===== config.mk =====
export PLATFORM = sky130hd
export DESIGN_NAME = video_line_blanker
export DESIGN_NICKNAME = d
export VERILOG_FILES = /design/src/rtl/vlb_pkg.sv /design/src/rtl/vlb_field.sv /design/src/rtl/vlb_counter.sv /design/src/rtl/vlb_window.sv /design/src/rtl/video_line_blanker.sv
export SDC_FILE = /design/constraint.sdc
export NUM_CORES = 1
export LEC_CHECK = 0
export ABC_AREA = 0
export BUFFER_PORTS_ARGS = -buffer_cell sky130_fd_sc_hd__buf_2
export CAP_MARGIN = 20
export CORE_MARGIN = 8
export CORE_UTILIZATION = 40
export DETAILED_ROUTE_END_ITERATION = 10
export SKIP_LAST_GASP = 1
export SYNTH_ARGS = -nofsm -noshare
export SYNTH_HDL_FRONTEND = slang
export SYNTH_SLANG_ARGS = --single-unit

===== constraint.sdc =====
create_clock -name clk -period 9.26 [get_ports clk]
set_clock_uncertainty 0.2 [all_clocks]
set_input_delay 0.926 -clock clk [delete_from_list [all_inputs] [get_ports clk]]
set_output_delay 0.926 -clock clk [all_outputs]
set_load 0.005 [all_outputs]

===== src/rtl/vlb_pkg.sv =====
package vlb_pkg;

    typedef enum logic [1:0] {
        ST_SEEK    = 2'd0,
        ST_MEASURE = 2'd1,
        ST_TRACK   = 2'd2
    } vlb_state_e;

endpackage


===== src/rtl/vlb_field.sv =====
module vlb_field (
    input  logic clk,
    input  logic rst_n,
    input  logic vsync_in,
    input  logic line_stb,
    input  logic mid_stb,
    input  logic cfg_field_on_lead,
    output logic vs_lead,
    output logic vs_trail,
    output logic field_odd
);

    logic vsync_q;
    logic mid_seen;
    logic parity_q;

    assign vs_lead  = vsync_in & ~vsync_q;
    assign vs_trail = ~vsync_in & vsync_q;

    always_ff @(posedge clk or negedge rst_n) begin
        if (!rst_n) begin
            vsync_q   <= 1'b0;
            mid_seen  <= 1'b0;
            parity_q  <= 1'b1;
            field_odd <= 1'b1;
        end else begin
            vsync_q <= vsync_in;
            // position inside the line: cleared at line start, set at mid-line
            if (line_stb)
                mid_seen <= 1'b0;
            else if (mid_stb)
                mid_seen <= 1'b1;
            if (vs_lead)
                parity_q <= ~mid_seen;
            if (vs_lead && cfg_field_on_lead)
                field_odd <= ~mid_seen;
            else if (vs_trail && !cfg_field_on_lead)
                field_odd <= parity_q;
        end
    end

    // the flag only moves at a sync edge
    a_r10_field_hold: assert property (@(posedge clk) disable iff (!rst_n)
        (!vs_lead && !vs_trail) |=> $stable(field_odd));

    // an edge at line start gives an odd field in leading-edge mode
    a_r9_line_start_odd: assert property (@(posedge clk) disable iff (!rst_n)
        (vs_lead && cfg_field_on_lead && !mid_seen) |=> field_odd);

endmodule


===== src/rtl/vlb_counter.sv =====
module vlb_counter
    import vlb_pkg::*;
#(
    parameter int CNT_W = 12
) (
    input  logic             clk,
    input  logic             rst_n,
    input  logic             line_stb,
    input  logic             vs_lead,
    output logic [CNT_W-1:0] line_cnt,
    output logic [CNT_W-1:0] lpf,
    output logic             lpf_fresh,
    output logic             meas_active,
    output logic             lpf_valid
);

    localparam logic [CNT_W-1:0] CNT_MAX = {CNT_W{1'b1}};

    vlb_state_e       state_q, state_d;
    logic [CNT_W-1:0] cnt_inc;
    logic [CNT_W-1:0] cnt_seen;

    assign cnt_inc  = (line_cnt == CNT_MAX) ? line_cnt : line_cnt + 1'b1;
    assign cnt_seen = line_stb ? cnt_inc : line_cnt;

    // next-state logic: T1 SEEK->MEASURE, T2 MEASURE->TRACK
    always_comb begin
        state_d = state_q;
        unique case (state_q)
            ST_SEEK:    if (vs_lead) state_d = ST_MEASURE;
            ST_MEASURE: if (vs_lead) state_d = ST_TRACK;
            ST_TRACK:   state_d = ST_TRACK;
            default:    state_d = ST_SEEK;
        endcase
    end

    always_ff @(posedge clk or negedge rst_n) begin
        if (!rst_n)
            state_q <= ST_SEEK;
        else
            state_q <= state_d;
    end

    always_ff @(posedge clk or negedge rst_n) begin
        if (!rst_n) begin
            line_cnt  <= '0;
            lpf       <= '0;
            lpf_fresh <= 1'b0;
        end else begin
            lpf_fresh <= 1'b0;
            unique case (state_q)
                ST_SEEK: begin
                    line_cnt <= '0;
                end
                ST_MEASURE, ST_TRACK: begin
                    if (vs_lead) begin
                        lpf       <= cnt_seen;
                        lpf_fresh <= 1'b1;
                        line_cnt  <= '0;
                    end else begin
                        line_cnt <= cnt_seen;
                    end
                end
                default: begin
                    line_cnt <= '0;
                end
            endcase
        end
    end

    assign meas_active = (state_q != ST_SEEK);
    assign lpf_valid   = (state_q == ST_TRACK);

    a_r2_saturate: assert property (@(posedge clk) disable iff (!rst_n)
        (line_cnt == CNT_MAX && !vs_lead) |=> (line_cnt == CNT_MAX));

    a_r4_fresh_single: assert property (@(posedge clk) disable iff (!rst_n)
        lpf_fresh |=> !lpf_fresh);

    a_r3_figure_hold: assert property (@(posedge clk) disable iff (!rst_n)
        !vs_lead |=> $stable(lpf));

    a_r5_valid_sticky: assert property (@(posedge clk) disable iff (!rst_n)
        lpf_valid |=> lpf_valid);

    a_r1_seek_count_idle: assert property (@(posedge clk) disable iff (!rst_n)
        (state_q == ST_SEEK) |=> (line_cnt == '0));

endmodule


===== src/rtl/vlb_window.sv =====
module vlb_window #(
    parameter int CNT_W  = 12,
    parameter int PRE_W  = 4,
    parameter int POST_W = 7
) (
    input  logic              clk,
    input  logic              rst_n,
    input  logic [CNT_W-1:0]  line_cnt,
    input  logic [CNT_W-1:0]  lpf,
    input  logic              meas_active,
    input  logic              lpf_valid,
    input  logic              cfg_auto_blank,
    input  logic [PRE_W-1:0]  cfg_pre,
    input  logic [POST_W-1:0] cfg_post,
    output logic              blank_out
);

    localparam int SUM_W = CNT_W + 1;

    logic [31:0]       lpf_w;
    logic [PRE_W-1:0]  tab_pre, sel_pre;
    logic [POST_W-1:0] tab_post, sel_post;
    logic              post_hit, pre_hit;

    assign lpf_w = 32'(lpf);

    // default counts chosen by frame length
    always_comb begin
        if (lpf_w < 32'd400) begin
            tab_pre  = PRE_W'(2);
            tab_post = POST_W'(12);
        end else if (lpf_w < 32'd800) begin
            tab_pre  = PRE_W'(4);
            tab_post = POST_W'(16);
        end else if (lpf_w < 32'd1200) begin
            tab_pre  = PRE_W'(5);
            tab_post = POST_W'(20);
        end else begin
            tab_pre  = PRE_W'(3);
            tab_post = POST_W'(22);
        end
    end

    assign sel_pre  = cfg_auto_blank ? tab_pre  : cfg_pre;
    assign sel_post = cfg_auto_blank ? tab_post : cfg_post;

    assign post_hit = SUM_W'(line_cnt) < SUM_W'(sel_post);
    assign pre_hit  = (SUM_W'(line_cnt) + SUM_W'(sel_pre)) > SUM_W'(lpf);

    always_ff @(posedge clk or negedge rst_n) begin
        if (!rst_n)
            blank_out <= 1'b0;
        else if (!meas_active)
            blank_out <= 1'b0;
        else
            blank_out <= post_hit | (lpf_valid & pre_hit);
    end

    a_r1_quiet_in_seek: assert property (@(posedge clk) disable iff (!rst_n)
        !meas_active |=> !blank_out);

    a_r6_first_line_blank: assert property (@(posedge clk) disable iff (!rst_n)
        (meas_active && line_cnt == '0 && !cfg_auto_blank && cfg_post != '0) |=> blank_out);

endmodule


===== src/rtl/video_line_blanker.sv =====
module video_line_blanker #(
    parameter int CNT_W  = 12,
    parameter int PRE_W  = 4,
    parameter int POST_W = 7
) (
    input  logic              clk,
    input  logic              rst_n,
    input  logic              line_stb,
    input  logic              mid_stb,
    input  logic              vsync_in,
    input  logic              cfg_auto_blank,
    input  logic [PRE_W-1:0]  cfg_lines_pre,
    input  logic [POST_W-1:0] cfg_lines_post,
    input  logic              cfg_field_on_lead,
    output logic              blank_out,
    output logic              field_odd,
    output logic [7:0]        lpf_lo,
    output logic [CNT_W-9:0]  lpf_hi,
    output logic              lpf_fresh,
    output logic              lpf_valid
);

    logic             vs_lead, vs_trail;
    logic [CNT_W-1:0] line_cnt, lpf;
    logic             meas_active;

    vlb_field u_field (
        .clk               (clk),
        .rst_n             (rst_n),
        .vsync_in          (vsync_in),
        .line_stb          (line_stb),
        .mid_stb           (mid_stb),
        .cfg_field_on_lead (cfg_field_on_lead),
        .vs_lead           (vs_lead),
        .vs_trail          (vs_trail),
        .field_odd         (field_odd)
    );

    vlb_counter #(.CNT_W(CNT_W)) u_counter (
        .clk         (clk),
        .rst_n       (rst_n),
        .line_stb    (line_stb),
        .vs_lead     (vs_lead),
        .line_cnt    (line_cnt),
        .lpf         (lpf),
        .lpf_fresh   (lpf_fresh),
        .meas_active (meas_active),
        .lpf_valid   (lpf_valid)
    );

    vlb_window #(.CNT_W(CNT_W), .PRE_W(PRE_W), .POST_W(POST_W)) u_window (
        .clk            (clk),
        .rst_n          (rst_n),
        .line_cnt       (line_cnt),
        .lpf            (lpf),
        .meas_active    (meas_active),
        .lpf_valid      (lpf_valid),
        .cfg_auto_blank (cfg_auto_blank),
        .cfg_pre        (cfg_lines_pre),
        .cfg_post       (cfg_lines_post),
        .blank_out      (blank_out)
    );

    assign lpf_lo = lpf[7:0];
    assign lpf_hi = lpf[CNT_W-1:8];

endmodule


==> impl_metrics.json <==
{
  "dieArea_um2": 8440,
  "drtIter0Drc": 109,
  "dpl.hpwl_um": 4490,
  "setup_ws_ps": 5100,
  "drc": 0,
  "grt_pass1_vias": 1958,
  "required_ps": 9280,
  "yosysTopAreaCell": "dfrtp_1",
  "core-area_um2": 5540,
  "hold_viol": 0,
  "p_leak_uw": 0.00124,
  "hold_end": "u_field.field_odd$_DFFE_PN1P_",
  "power_density_nw_per_um2": 164,
  "ant_nets": 0,
  "crit_arrival_ps": 4190,
  "gp_congestion": 0.905,
  "synthArstFlopShare": 1.00,
  "avgViaCountPerCell": 5.49,
  "die_x_um": 91.9,
  "postCtsSetupBuffers": 0,
  "vias": 2043,
  "drive_gt1_frac": 0.167,
  "reg2reg_from": "u_counter.lpf[5]$_DFFE_PN0P_",
  "finalCriticalPeriod_ps": 4160,
  "n_antenna_cell": 0,
  "antenna_found_initial": 0,
  "min_path_cells": 1,
  "initial_core_util": 0.416,
  "synth_top_area_share": 0.326,
  "wl_um": 5760,
  "maxSlewViolCount": 0,
  "vdd_drop_max_uv": 95.9,
  "mappedNetlistNets": 313,
  "placementRows": 27,
  "r2r_setup_slack_ps": 5100,
  "cts_buffers": 5,
  "final_common_cell": "buf_2",
  "insertion_delay_ps": 280,
  "globalRouteOverflowTotal": 0,
  "avgSynthCellArea_um2": 8.62,
  "worst_setup_path_end_kind": "flip-flop",
  "synthToLayoutAreaGrowth_pct": 13.4,
  "place_ws_ps": 5150,
  "synthFlopType": "dfrtp_1",
  "maxCapViolations": 0,
  "cts_tree": "yes",
  "synth_enable_flop_cells": 0,
  "wire_per_inst_um": 15.5,
  "grt_pass1_wl_um": 9630,
  "root_buffer": "clkbuf_8",
  "reg2reg_depth": 16,
  "drt_first_pass_iters": 4,
  "portBuffers": 33,
  "io_pins": 34,
  "clkTransAtPathRegs_ps": 70,
  "synth_area_leaders": "dfrtp_1 33%, ha_1 15%, nand2_1 5.2%, nor2_1 4.4%, o21ai_0 3.9%",
  "setup_tns_ps": 0,
  "worstPathMaxFanout": 5,
  "synth_cell_types": 48,
  "fin_util": 0.471,
  "syn_area_um2": 2300,
  "hold_buffers": 0,
  "layout_common_cells": "33 x buf_2, 32 x nand2_1, 30 x dfrtp_1",
  "crit_chain": "o311ai_0, nand2_1, o2111ai_1, o21a_1, ha_1, a211oi_1, nor2_1, o21ai_0, nor2_1, xnor2_1, ha_1, nand3_1, or2_2, a311oi_1, o41ai_1, nand3_1",
  "grt_setup_unrepaired": "false",
  "die_h_um": 91.9,
  "clk_path_buf_depth": 2,
  "slowest_delay_ps": 450,
  "min_path_type": "reg2reg",
  "ys_ff_latch": 32,
  "worst-setup-path-type": "reg2reg",
  "fin_crit_sh": 0.450,
  "syn_inst": 267,
  "dp_cells": 364,
  "final_cells": 372,
  "cp_slowest_cell": "o311ai_0",
  "clock_sinks": 32,
  "worstMarginPinSlew_ps": 734,
  "startpoint_type": "flip-flop",
  "ys_seq_area_frac": 0.349,
  "relSlewSlack": 0.511,
  "grt_max_degree": 33,
  "cts-htree-levels": 2,
  "fmax_ghz": 0.240,
  "yosys_warnings": 0,
  "run_status": "finished clean",
  "layout.nets": 345,
  "grt_util_all_layers": 0.141,
  "setup_viol": 0,
  "rr_endpoint": "u_window.blank_out$_DFF_PN0_",
  "ctsResizeCount": 0,
  "hp-start": "u_field.vsync_q$_DFF_PN0_"
}
==> stage by stage <==
stage / hold slack (ps) / power, uW / area, um^2
after detailed placement: 262 / 321 / 2520
after global routing: 315 / 464 / 2610
final: 271 / 428 / 2610
after global placement: 258 / 320 / 2520
after floorplan: 227 / 270 / 2300
after CTS: 274 / 434 / 2610
==> synthesized netlist by cell type, types with 3 or more instances <==
master / instances
xnor2_1: 6
o2111ai_1: 3
nand2b_1: 3
nor3_1: 7
ha_1: 27
nor2b_1: 5
nand2_1: 32
a211oi_1: 3
nor2_1: 27
clkbuf_1: 3
a21o_1: 3
dfrtp_1: 30
buf_2: 5
mux2i_1: 3
xor2_1: 6
o21ai_0: 18
inv_1: 20
nand3_1: 8
nor4_1: 4
nand4_1: 4
a21oi_1: 13
and3_1: 4
==> flip-flops by register name, indices dropped and copies added, names as in the netlist <==
register / cells
u_window.blank_out: 1
u_counter.lpf_fresh: 1
u_field.vsync_q: 1
u_counter.lpf: 12
u_counter.state_q: 2
u_field.field_odd: 1
u_field.mid_seen: 1
u_counter.line_cnt: 12
u_field.parity_q: 1
==> area by class of cell <==
class / instances / area [um^2]
fillers: 575 / 2930
multi-input cells: 207 / 1390
flip-flops and latches: 32 / 803
repair buffers: 33 / 165
clock buffers: 8 / 90.1
well taps: 72 / 90.1
inverters: 20 / 75.1
==> worst max path at each step <==
| stage | from | endpoint | slack [ps] |
|---|---|---|---|
| after floorplan | cfg_auto_blank | u_window.blank_out$_DFF_PN0_ | 5340 |
| after global placement | cfg_auto_blank | u_window.blank_out$_DFF_PN0_ | 5170 |
| after detailed placement | cfg_auto_blank | u_window.blank_out$_DFF_PN0_ | 5150 |
| after CTS | u_counter.lpf[5]$_DFFE_PN0P_ | u_window.blank_out$_DFF_PN0_ | 5150 |
| after global routing | u_counter.lpf[5]$_DFFE_PN0P_ | u_window.blank_out$_DFF_PN0_ | 4710 |
| final | u_counter.lpf[5]$_DFFE_PN0P_ | u_window.blank_out$_DFF_PN0_ | 5100 |
==> cell families after synthesis <==
kind of cell,share of synthesized area
AOI/OAI and AO/OA,0.167
xor gates and xnor gates,0.0457
adders and majority gates,0.155
buffers and inverters,0.0484
DFF,0.349
muxes,0.0179
and+or+nand+nor,0.216
==> report_power, final <==
part | leakage [uW] | switching (uW) | internal (uW)
Sequential | 0.000425 | 14.7 | 158
Clock | 0.0000455 | 50.7 | 60.6
Combinational | 0.000773 | 86.4 | 57.5
Total | 0.00124 | 152 | 276
==> critical path: cells and delay by family (launching register included) <==
kind,cells,cell delay [ps]
AOI/OAI and AO/OA,7,1880
xor gates and xnor gates,1,140
adders and majority gates,2,560
DFF,1,420
and+or+nand+nor,6,890
==> metal layers <==
layer  wire length (um)  share of wire  up-vias  track usage
met4                 65          0.011        0       0.0443
met5                  0              0        -            0
met2               2550           0.44       61        0.224
met3                422          0.073        8       0.0448
li1                   -              -     1009            -
met1               2720           0.47      965        0.177
Note: power is estimated with default switching activity, not from simulation.
